==> src/rtl/weekly_alarm.sv <==
module weekly_alarm #(
  parameter int DAYS = 7,
  parameter int FW   = 8,
  parameter int WD_W = 3
) (
  input  logic            clk,
  input  logic            rst_n,
  input  logic            tick,
  input  logic [FW-1:0]   cur_sec,
  input  logic [FW-1:0]   cur_min,
  input  logic [FW-1:0]   cur_hour,
  input  logic [WD_W-1:0] cur_wday,
  input  logic            wr_en,
  input  logic [1:0]      wr_sel,
  input  logic [((FW > DAYS) ? FW : DAYS)-1:0] wr_data,
  output logic            irq_alarm,
  output logic            irq_sec
);
  localparam int DW = (FW > DAYS) ? FW : DAYS;
  localparam logic [1:0] SEL_CTRL = 2'd0;
  localparam logic [1:0] SEL_MIN  = 2'd1;
  localparam logic [1:0] SEL_HOUR = 2'd2;
  localparam logic [1:0] SEL_MASK = 2'd3;
  localparam int ALM_BIT = 4;
  localparam int SEC_BIT = 3;

  logic            alm_en_q, sec_en_q;
  logic [FW-1:0]   alm_min_q, alm_hour_q;
  logic [DAYS-1:0] day_mask_q;
  logic            day_hit, hit;

  wire ctrl_wr  = wr_en && (wr_sel == SEL_CTRL);
  wire alm_en_d = ctrl_wr ? wr_data[ALM_BIT] : alm_en_q;
  wire sec_en_d = ctrl_wr ? wr_data[SEC_BIT] : sec_en_q;

  always_comb begin
    day_hit = 1'b0;
    for (int i = 0; i < DAYS; i++)
      if (cur_wday == WD_W'(i) && day_mask_q[i]) day_hit = 1'b1;
  end

  assign hit = tick && alm_en_q && (cur_sec == '0) && (cur_min == alm_min_q)
               && (cur_hour == alm_hour_q) && day_hit;

  always_ff @(posedge clk) begin
    if (!rst_n) begin
      alm_en_q   <= 1'b0;
      sec_en_q   <= 1'b0;
      alm_min_q  <= '0;
      alm_hour_q <= '0;
      day_mask_q <= '0;
      irq_alarm  <= 1'b0;
      irq_sec    <= 1'b0;
    end else begin
      alm_en_q  <= alm_en_d;
      sec_en_q  <= sec_en_d;
      irq_alarm <= alm_en_d && (irq_alarm || hit);
      irq_sec   <= sec_en_d && (irq_sec || (tick && sec_en_q));
      if (wr_en && wr_sel == SEL_MIN)  alm_min_q  <= wr_data[FW-1:0];
      if (wr_en && wr_sel == SEL_HOUR) alm_hour_q <= wr_data[FW-1:0];
      if (wr_en && wr_sel == SEL_MASK) day_mask_q <= wr_data[DAYS-1:0];
    end
  end

  p_rise_needs_tick_r2: assert property (@(posedge clk) disable iff (!rst_n)
    $rose(irq_alarm) |-> $past(tick));

  p_rise_on_zero_sec_r3: assert property (@(posedge clk) disable iff (!rst_n)
    $rose(irq_alarm) |-> $past(cur_sec) == '0);

  p_alarm_held_r5: assert property (@(posedge clk) disable iff (!rst_n)
    (irq_alarm && !(ctrl_wr && !wr_data[ALM_BIT])) |=> irq_alarm);

  p_sec_held_r6: assert property (@(posedge clk) disable iff (!rst_n)
    (irq_sec && !(ctrl_wr && !wr_data[SEC_BIT])) |=> irq_sec);

  p_zero_ctrl_r7: assert property (@(posedge clk) disable iff (!rst_n)
    (ctrl_wr && wr_data == DW'(0)) |=> (!irq_alarm && !irq_sec));

  p_sec_rise_r8: assert property (@(posedge clk) disable iff (!rst_n)
    $rose(irq_sec) |-> ($past(tick) && $past(sec_en_q)));
endmodule

==> config.mk <==
export PLATFORM = sky130hd
export DESIGN_NAME = weekly_alarm
export DESIGN_NICKNAME = d
export VERILOG_FILES = /design/src/rtl/weekly_alarm.sv
export SDC_FILE = /design/constraint.sdc
export NUM_CORES = 1
export LEC_CHECK = 0
export ABC_AREA = 1
export BUFFER_PORTS_ARGS = -buffer_cell sky130_fd_sc_hd__buf_2
export CELL_PAD_IN_SITES_DETAIL_PLACEMENT = 1
export CELL_PAD_IN_SITES_GLOBAL_PLACEMENT = 2
export CORE_UTILIZATION = 28
export CTS_BUF_LIST = sky130_fd_sc_hd__clkbuf_16
export CTS_CLUSTER_SIZE = 16
export DETAILED_ROUTE_END_ITERATION = 10
export PLACE_DENSITY = 0.92
export SYNTH_ARGS = -nofsm -noshare
export SYNTH_HDL_FRONTEND = slang
export SYNTH_SLANG_ARGS = --single-unit
export TNS_END_PERCENT = 100
==> constraint.sdc <==
create_clock -name clk -period 1.5 [get_ports clk]
set_input_delay 0.15 -clock clk [delete_from_list [all_inputs] [get_ports clk]]
set_output_delay 0.15 -clock clk [all_outputs]
set_load 0.005 [all_outputs]
==> results by group, run 1 <==
Power and ir drop
  • Leak Pwr: between 0.9 and 1 nW
  • Max IR drop VDD: 405 µV
  • Pwr/cell area: 905 nW/µm²

Die
  • Die X: around 74 µm
  • Core Rows: 25
  • Initial cell density of the core: around 30%
  • # IOs: 43
  • Die ar.: between 5000 and 6000 µm²
  • Core area: roughly 4800 µm²
  • Chip Height: around 74 µm

STA
  • Final min period: roughly 1100 ps
  • Slew Limit Fails: 0
  • Tcrit/Tclk final: between 70% and 80%
  • Tightest Pin Transition: 525 ps
  • Setup violators final: 0
  • Max-slew headroom: about two thirds
  • RSZ-0062 raised after global routing: no
  • FMAX: ~0.88 GHz
  • Setup Skew: 3.70 ps
  • Final setup TNS: 0 ps
  • Final Hold Vio Count: 0
  • Worst Setup Slack, final: 361 ps

Placement
  • Worst Setup Slack post-DPL: approximately 330 ps
  • Port Buffers: 42
  • Cell count after placement: approximately 340
  • Hpwl dp: 2960 µm
  • GPL Wtd Cong: 0.743

Outcome
  • Status: complete, no violations

Finish
  • Commonest non-fill, non-tap cell in the layout: nand2_1
  • # diodes: 0
  • Nets: around 310
  • Cell Count, Final, Fillers Out: 339
  • Final Util: a little under two fifths
  • # fillers: 653
  • Most frequent cells in the layout: nand2_1 (55), inv_1 (51), buf_2 (42)
  • Area growth syn-to-layout: 24.6%
  • Fraction of layout cells with a size suffix above 1: between 20% and 30%

Yosys
  • Synth warn: 0
  • Synth Register Bits: 27
  • Cell type with the highest aggregate area in the netlist: dfxtp_1
  • Synth unique cells: 23
  • Syn Area/Cell: between 6 and 7 µm²
  • Post-Syn Area: about 1400 µm²
  • Synth Instances: roughly 230
  • Syn Nets: between 200 and 300
  • Sequential area share after synthesis: between 30% and 40%
  • Top-area cell type share of the netlist area: between 30% and 40%
  • Leading post-synthesis cells by cell area: dfxtp_1 (38%), nand2_1 (14%), inv_1 (13%), nor2_1 (7.0%), a21oi_1 (7.0%)

Clocking
  • Later-pin clock latency in the skew report: around 260 ps
  • H-tree levels: 1
  • Post-CTS setup buffers: 0
  • CTS tree: yes
  • Num CTS Buffers: 3
  • Cts repair resizes: 0
  • Clock Sinks: 27
  • Clock tree buffer depth: 2
  • Cts hold-fix bufs: 0
  • CTS root buf: clkbuf_16
  • Clock-pin slew on the worst setup and hold paths: 70 ps

Setup path
  • Setup CP Type: reg2reg
  • Worst Path Arrival: around 1300 ps
  • Worst Path Max Fanout: 2
  • Critical path required time: approximately 1700 ps
  • Crit end category: flip-flop
  • Largest stage delay on the critical path: 330 ps
  • Most common cell on crit path: nand2_1
  • Startpoint class of the critical path: flip-flop
  • CP max-delay cell: dfxtp_1
  • Critical path cell sequence: inv_1 > nand2_1 > nand2_1 > inv_1 > nand2_1 > nor2_1 > nand2_1 > nor2_1 > nand2_1 > a21oi_1

Global routing
  • First-pass GRT wire length: between 5000 and 6000 µm
  • Vias in the first global route: 1316
  • Initial antenna violation count: 0
  • Largest net degree at the start of global routing: 19
  • GRT Total Usage: roughly 14%
  • Overflow after GRT: 0

Detailed routing
  • Final antenna-violating net count: 0
  • Initial DRC Count: 34
  • Wire per inst: 10.8 µm
  • Total iterations of the first detailed-routing run: 4
  • DRC errors left: 0
  • Vias: 1427
  • Number of vias per cell: roughly 4.2
  • WL final: 3670 µm

Worst hold path
  • Worst hold path class: in2reg

Run
  • Max-capacitance violation count: 0
[power by group]
| part | total [mW] | switching [mW] | internal (mW) | leakage [nW] |
|---|---|---|---|---|
| Clock | 0.607 | 0.248 | 0.360 | 0.0409 |
| Combinational | 0.245 | 0.142 | 0.103 | 0.652 |
| Sequential | 0.770 | 0.0184 | 0.752 | 0.221 |
[area by class of cell]
class	instances	area, µm²	share of cell area, %
Multi-Input combinational cell	142	657	36.6
Sequential cell	27	541	30.1
Timing Repair Buffer	44	225	12.6
Inverter	55	206	11.5
Tap cell	67	83.8	4.68
Clock buffer	3	75.1	4.19
Clock inverter	1	5.00	0.279
[critical path, delay by kind of cell (launching register included)]
| family | cells | cell delay, ps |
|---|---|---|
| AO/OA/AOI/OAI | 1 | 110 |
| buffers and inverters | 2 | 90 |
| AND/OR/NAND/NOR | 7 | 540 |
| flip-flops | 1 | 330 |
[synth_stat cells]
cell type and count:
buf_2 1, nor2_1 27, o21ai_1 5, nand3_1 2
a21oi_2 2, nor2_2 1, xnor2_1 3, inv_1 51
a31oi_1 1, clkbuf_1 2, xor2_1 1, o21ai_2 1
inv_2 4, buf_6 2, nor3_4 1, nor3_1 1
nand2_1 55, a211oi_1 1, o21ai_0 19, nor3_2 1
nor4_1 1, a21oi_1 20, dfxtp_1 27
[routing by layer]
metal	GRT usage, %	part of all wire, %	vias up
li1	-	-	776
met1	18.6	48	630
met2	25.0	49	19
met3	1.65	1.9	2
met4	3.85	0.68	0
met5	0	0	-
[worst paths after layout]
check,from,slack [ps],cells past startpoint,to
min reg2reg,day_mask_q[6],450,2,day_mask_q[6]
min,wr_data[6],160,3,alm_hour_q[6]
max reg2reg,alm_hour_q[3],360,10,irq_alarm
max,alm_hour_q[3],360,10,irq_alarm
[kinds of logic after synthesis]
kind of cell,after synthesis,share of synthesized area (%)
compound gates,49,18.1
xor+xnor,4,2.44
buf+inv,60,16.8
flops,27,37.6
simple gates,89,25.1
[stage by stage]
step / hold WS, ps / area, µm² / total power [mW]
2_1_floorplan: 285 / 1440 / 0.926
3_3_place_gp: 416 / 1710 / 1.03
3_5_place_dp: 428 / 1710 / 1.04
4_1_cts: 154 / 1790 / 1.65
5_1_grt: 170 / 1790 / 1.71
6_report: 155 / 1790 / 1.62
[state kept, by name, summed over array words and instances (netlist names)]
signal      cells
alm_min_q       8
alm_en_q        1
day_mask_q      7
alm_hour_q      8
sec_en_q        1
irq_alarm       1
irq_sec         1
No activity file was read; power rests on OpenSTA's default activity.
==> inputs of run 2 (changes only) <==
Settings changed: CORE_UTILIZATION 28 to 26, PLACE_DENSITY 0.92 to 0.87.
Clock period 1.5 ns to 1.12 ns, I/O delays scaled along.
==> run 2 against run 1 <==
Compared with the run above: maximum frequency is 5.1% higher; first-iteration DRC count is 5.9% higher; highest routed layer unchanged; routed wire length is 3.2% higher; sequential share of layout area is 0.28 points lower; critical endpoint unchanged; non-clock buffer count is 3 higher; sequential power is 34% higher.
==> results by group, run 2 (same netlist as run 1, synthesis figures left out) <==
Outcome
  • Status: complete, no violations

Global routing
  • GRT Total Usage: 13.9%
  • Initial antenna violation count: 0
  • Largest net degree at the start of global routing: 24
  • Vias in the first global route: about 1500
  • First-pass GRT wire length: 6600 µm
  • Overflow after GRT: 0

Finish
  • Fraction of layout cells with a size suffix above 1: about a quarter
  • # fillers: between 700 and 800
  • Most frequent cells in the layout: nand2_1 (54), inv_1 (50), buf_2 (42)
  • Nets: between 300 and 400
  • Commonest non-fill, non-tap cell in the layout: nand2_1
  • Biggest regs: alm_hour_q x8, alm_min_q x8, day_mask_q x7
  • Design area: 1840 µm²
  • Cell Count, Final, Fillers Out: around 350
  • Area growth syn-to-layout: 27.8%
  • # diodes: 0

Setup path
  • Setup CP Type: reg2reg
  • Startpoint class of the critical path: flip-flop
  • Crit end category: flip-flop
  • Worst Path Arrival: 1280 ps
  • Top Family by Delay on Critical Path: simple AND/OR/NAND/NOR gates
  • R2r setup slk: 40 ps
  • Critical path cell sequence: inv_1 > nor2_1 > nor2_1 > nand2_1 > nor2_2 > nand2_1 > nor2_1 > nand2_1 > a21oi_2
  • Critical path required time: 1320 ps
  • Largest stage delay on the critical path: roughly 310 ps
  • Worst Path Max Fanout: 3
  • CP max-delay cell: dfxtp_2
  • Worst Path Buf+Inv: 1

STA
  • RSZ-0062 raised after global routing: yes
  • Setup violators final: 0
  • Tcrit/Tclk final: a little under 100%
  • Max-slew headroom: between 80 and 90%
  • Final min period: 1080 ps
  • Tightest Pin Transition: between 200 and 300 ps
  • FMAX: slightly above 0.9 GHz
  • Setup Skew: approximately 2.5 ps
  • Final Hold Vio Count: 0
  • Fin Hold WS: around 130 ps
  • Worst Setup Slack, final: 36.3 ps
  • Slew Limit Fails: 0

Placement
  • Port Buffers: 42
  • Hpwl dp: 3080 µm
  • Worst Setup Slack post-DPL: -25.8 ps
  • GPL Wtd Cong: 0.754
  • Cell count after placement: 341
  • DP Area: about 1700 µm²

Worst hold path
  • Worst hold path class: in2reg

Clocking
  • Clock Sinks: 27
  • Later-pin clock latency in the skew report: 260 ps
  • H-tree levels: 1
  • Cts hold-fix bufs: 0
  • Num CTS Buffers: 3
  • Clock tree buffer depth: 2
  • Clock-pin slew on the worst setup and hold paths: 70 ps
  • CTS tree: yes
  • CTS root buf: clkbuf_16

Die
  • Die ar.: between 5000 and 6000 µm²
  • Initial cell density of the core: between 20% and 30%
  • # IOs: 43
  • Die X: roughly 76 µm
  • Core area: approximately 5200 µm²
  • Core Rows: 26
  • Chip Height: about 76 µm

Detailed routing
  • Initial DRC Count: 36
  • WL final: 3790 µm
  • DRC errors left: 0
  • Final antenna-violating net count: 0
  • Number of vias per cell: 4.21
  • Wire per inst: 11.0 µm
  • Vias: approximately 1500
  • Total iterations of the first detailed-routing run: 4

Power and ir drop
  • Power Total: between 2 and 2.5 mW
  • Leak Pwr: just over 0.9 nW
  • Pwr/cell area: roughly 1200 nW/µm²
  • Max IR drop VDD: ~550 µV

Run
  • Max-capacitance violation count: 0
## run 2: cell types whose count changed in the layout (fill, tap and decap cells not counted)
cell | previous run | this run
a21oi_1 | 20 | 19
a21oi_2 | 2 | 3
buf_4 | 2 | 5
dfxtp_1 | 27 | 20
dfxtp_2 | 0 | 7
inv_1 | 51 | 50
inv_2 | 4 | 5
nand2_1 | 55 | 54
nand2_2 | 0 | 1
nor2_1 | 27 | 25
nor2_2 | 1 | 3
## run 2: area by class of cell
class,instances,area [µm²],share of cell area [%]
multi-input combinational,142,668,36.3
sequential,27,549,29.9
timing repair buffer,47,248,13.5
inverter,55,206,11.2
tap,70,87.6,4.76
clock buffer,3,75.1,4.08
clock inverter,1,5.00,0.272
## run 2: what timing repair did
action | in CTS | in global routing
resized for setup | 3 | 9
setup buffers | 0 | 0
setup endpoints to repair | 1 | 1
pin swaps | 0 | 2
## run 2: power breakdown
group / total (mW) / switching, mW / internal (mW)
Combinational: 0.339 / 0.195 / 0.144
Sequential: 1.03 / 0.0230 / 1.01
Clock: 0.815 / 0.334 / 0.482
## run 2: path summary, 6_finish.rpt
check / startpoint / endpoint / cells after the start
worst min-delay path: wr_data[6] / alm_hour_q[6] / 3
worst min register to register: day_mask_q[6] / day_mask_q[6] / 2
worst max-delay path: alm_min_q[2] / irq_alarm / 9
worst max register to register: alm_min_q[2] / irq_alarm / 9
## run 2: tightest hold or removal path: stages
cell    delay [ps]
buf_2          110
nor2_1          50
nor2_1          80
## run 2: routing by layer
| metal | share of wire [%] | GRT usage [%] | vias to the layer above |
|---|---|---|---|
| met5 | 0 | 0 | - |
| met4 | 0.90 | 4.04 | 0 |
| met3 | 2.7 | 1.80 | 2 |
| met2 | 48 | 24.3 | 20 |
| met1 | 48 | 17.6 | 650 |
| li1 | - | - | 782 |
## run 2: stage by stage
stage / utilization, % / TNS, ps
5_1_grt: 35.3 / -72.2
3_3_place_gp: 33.4 / -7.85
3_5_place_dp: 33.4 / -25.8
4_1_cts: 35.0 / 0
6_report: 35.3 / 0
2_1_floorplan: - / 0
==> inputs of run 3 (changes only) <==
Settings changed: ABC_AREA 1 to not set, CORE_UTILIZATION 26 to 30, PLACE_DENSITY 0.87 to 0.86.
==> run 3 against run 2 <==
Compared with the run above: the flow now finishes with violations (setup timing); core utilization is 6.3 points higher; count of clock-buffer cells in the layout unchanged; sequential power barely moved; synthesized cell count decreased by 48%; critical path depth shrank 4; synthesized area decreased by 11%; critical path type unchanged; worst hold slack worse by 4.3 ps; cell count down 37%; register-to-register slack lost 260 ps; cell area is 8.1% lower; critical endpoint unchanged; first-iteration DRC count is 39% lower.
==> results by group, run 3 <==
Setup path
  • Crit end category: flip-flop
  • CP max-delay cell: dfxtp_2
  • Setup CP Type: reg2reg
  • Startpoint class of the critical path: flip-flop
  • Critical path cell sequence: xor2_1 > nor4_1 > nand3_1 > nor4_2 > o21a_1
  • Largest stage delay on the critical path: around 320 ps
  • CP startpoint: alm_min_q[0]
  • Worst Path Arrival: 1550 ps
  • Worst reg2reg startpoint: alm_min_q[0]
  • Critical path required time: about 1300 ps
  • Worst Path Max Fanout: 2

STA
  • FMAX: between 0.7 and 0.8 GHz
  • Worst Setup Slack, final: -226 ps
  • Tcrit/Tclk final: 120%
  • Max-slew headroom: around 80%
  • RSZ-0062 raised after global routing: yes
  • Final Hold Vio Count: 0
  • Tightest Pin Transition: between 200 and 300 ps
  • Setup Skew: 2.25 ps
  • Final min period: about 1300 ps
  • Setup violators final: 1
  • Slew Limit Fails: 0

Global routing
  • GRT Total Usage: between 15 and 20%
  • Largest net degree at the start of global routing: 19
  • Met2 Resource Use GR: roughly 29%
  • GR Layer Usage met3: 4.56%
  • Most used routing layer: met2
  • First-pass GRT wire length: roughly 5200 µm
  • Initial antenna violation count: 0
  • Met1 usage: a little under a fifth
  • Vias in the first global route: 1077
  • Overflow after GRT: 0

Placement
  • GPL Wtd Cong: 0.690
  • Worst Setup Slack post-DPL: -274 ps
  • Hpwl dp: approximately 2600 µm
  • Port Buffers: 42
  • Cell count after placement: between 200 and 250

Detailed routing
  • WL final: ~3300 µm
  • DRC errors left: 0
  • Number of vias per cell: 4.68
  • Total iterations of the first detailed-routing run: 4
  • Vias: about 1000
  • Final antenna-violating net count: 0
  • Wire per inst: between 15 and 20 µm
  • Initial DRC Count: 22

Clocking
  • Later-pin clock latency in the skew report: 260 ps
  • H-tree levels: 1
  • Clock Sinks: 27
  • Clock tree buffer depth: 2
  • Post-CTS setup buffers: 0
  • Clock-pin slew on the worst setup and hold paths: about 70 ps
  • CTS root buf: clkbuf_16
  • CTS tree: yes
  • Cts hold-fix bufs: 0
  • Num CTS Buffers: 3

Yosys
  • Simple-gate area share of the yosys netlist: 21.6%
  • Largest family of logic cells by synthesized area: simple AND/OR/NAND/NOR gates
  • Post-Synth Adder-Cell Area: 0%
  • Synth warn: 0
  • Top cells by count, synth: dfxtp_1 (27), mux2i_1 (25), nor2b_1 (25)
  • Leading post-synthesis cells by cell area: dfxtp_1 (42%), mux2i_1 (20%), nor2b_1 (12%), xor2_1 (10%), nor4_1 (2.0%)
  • Cell type with the highest aggregate area in the netlist: dfxtp_1
  • Synth Instances: 120
  • Post-Syn Area: between 1000 and 1500 µm²
  • Syn Nets: about 160
  • Syn Area/Cell: around 11 µm²
  • Post-Synth XOR/XNOR Area: a little over a tenth
  • FFs w/ async S/R, synth: 0%
  • Synth unique cells: 21
  • Primary FF master, synth: dfxtp_1
  • Top-area cell type share of the netlist area: between 40% and 50%
  • Synth Area in Compound Gates: ~2.5%
  • Synth Register Bits: 27
  • Post-synthesis mux area share: between 20% and 30%
  • Post-synth EDFFs: 0
  • Sequential area share after synthesis: a little over two fifths
  • Most frequent cell after synthesis: dfxtp_1

Finish
  • Nets: 211
  • Cell Count, Final, Fillers Out: about 220
  • Fraction of layout cells with a size suffix above 1: a little under two fifths
  • # diodes: 0
  • Biggest regs: alm_hour_q x8, alm_min_q x8, day_mask_q x7
  • Area growth syn-to-layout: 32.1%
  • Most frequent cells in the layout: buf_2 (42), mux2i_1 (25), nor2b_1 (25)
  • Commonest non-fill, non-tap cell in the layout: buf_2
  • Final Util: between 40% and 50%

Die
  • Core area: roughly 4100 µm²
  • # IOs: 43
  • Die ar.: roughly 4500 µm²
  • Initial cell density of the core: 31.5%
  • Core Rows: 23
  • Die X: 67.3 µm
  • Chip Height: approximately 67 µm

Power and ir drop
  • Cell Int Power: about 1.6 mW
  • Clk pwr share: 38.5%
  • Net Switching: roughly 0.47 mW
  • Comb pwr share: a little over an eighth
  • Pwr/cell area: 1240 nW/µm²
  • Sw frac: between 20% and 30%
  • Reg power frac: between 40% and 50%
  • Max IR drop VDD: around 630 µV
  • Leak Pwr: 0.838 nW

Run
  • Max-capacitance violation count: 0

Outcome
  • Failing checks: setup timing
  • Status: complete, but fails checks

Worst hold path
  • Hold path startpoint: wr_data[7]
  • Worst hold path class: in2reg
==> run 3: cell families (layout without fill, tap and decap cells) <==
logic type | Yosys count | count (layout)
AO/OA/AOI/OAI | 4 | 4
XOR/XNOR | 16 | 16
buffers and inverters | 4 | 53
flip-flops | 27 | 27
multiplexers | 26 | 26
AND/OR/NAND/NOR | 43 | 43
==> run 3: critical path: cells and delay by family (launching register included) <==
| family | cells | cell delay, ps |
|---|---|---|
| DFF | 1 | 320 |
| xor gates and xnor gates | 1 | 170 |
| and+or+nand+nor | 3 | 660 |
| AOI/OAI and AO/OA | 1 | 140 |
==> run 3: final cells by class <==
type                            count  area (µm²)
Fill cell                         467        2370
Multi-Input combinational cell     89         728
Sequential cell                    27         544
Timing Repair Buffer               49         275
Clock buffer                        3        75.1
Tap cell                           50        62.6
Clock inverter                      1        5.00
==> run 3: worst paths after layout <==
path                            cells past startpoint           end  slack [ps]
worst max-delay path                                5     irq_alarm        -230
worst max register to register                      5     irq_alarm        -230
worst min register to register                      2       irq_sec         500
worst min-delay path                                3  alm_min_q[7]         130
==> run 3: routing by layer <==
layer | share of wire [%] | vias to the layer above
li1 | - | 514
met1 | 42 | 482
met2 | 53 | 27
met3 | 5.0 | 2
met4 | 0.64 | 0
met5 | 0 | -
==> run 3: stage by stage <==
| step | area, µm² | TNS (ps) | power, mW | hold slack, ps |
|---|---|---|---|---|
| after detailed placement | 1600 | -274 | 1.31 | 400 |
| after global routing | 1690 | -293 | 2.19 | 134 |
| after CTS | 1690 | -271 | 2.13 | 126 |
| after floorplan | 1280 | -106 | 1.16 | 240 |
| final | 1690 | -226 | 2.09 | 130 |
| after global placement | 1600 | -180 | 1.30 | 384 |
==> run 3: power by group through the flow <==
stage	Combinational [mW]	Sequential (mW)	Clock [mW]
6_report	0.276	1.01	0.807
5_1_grt	0.305	1.01	0.872
4_1_cts	0.281	1.01	0.840
3_5_place_dp	0.277	1.03	0
3_3_place_gp	0.268	1.03	0
2_1_floorplan	0.137	1.03	0
==> run 3: timing repair <==
| item | in CTS | in global routing |
|---|---|---|
| pin swaps | 2 | 0 |
| cloned | 0 | 0 |
| resized for setup | 4 | 0 |
| setup endpoints to repair | 1 | 1 |
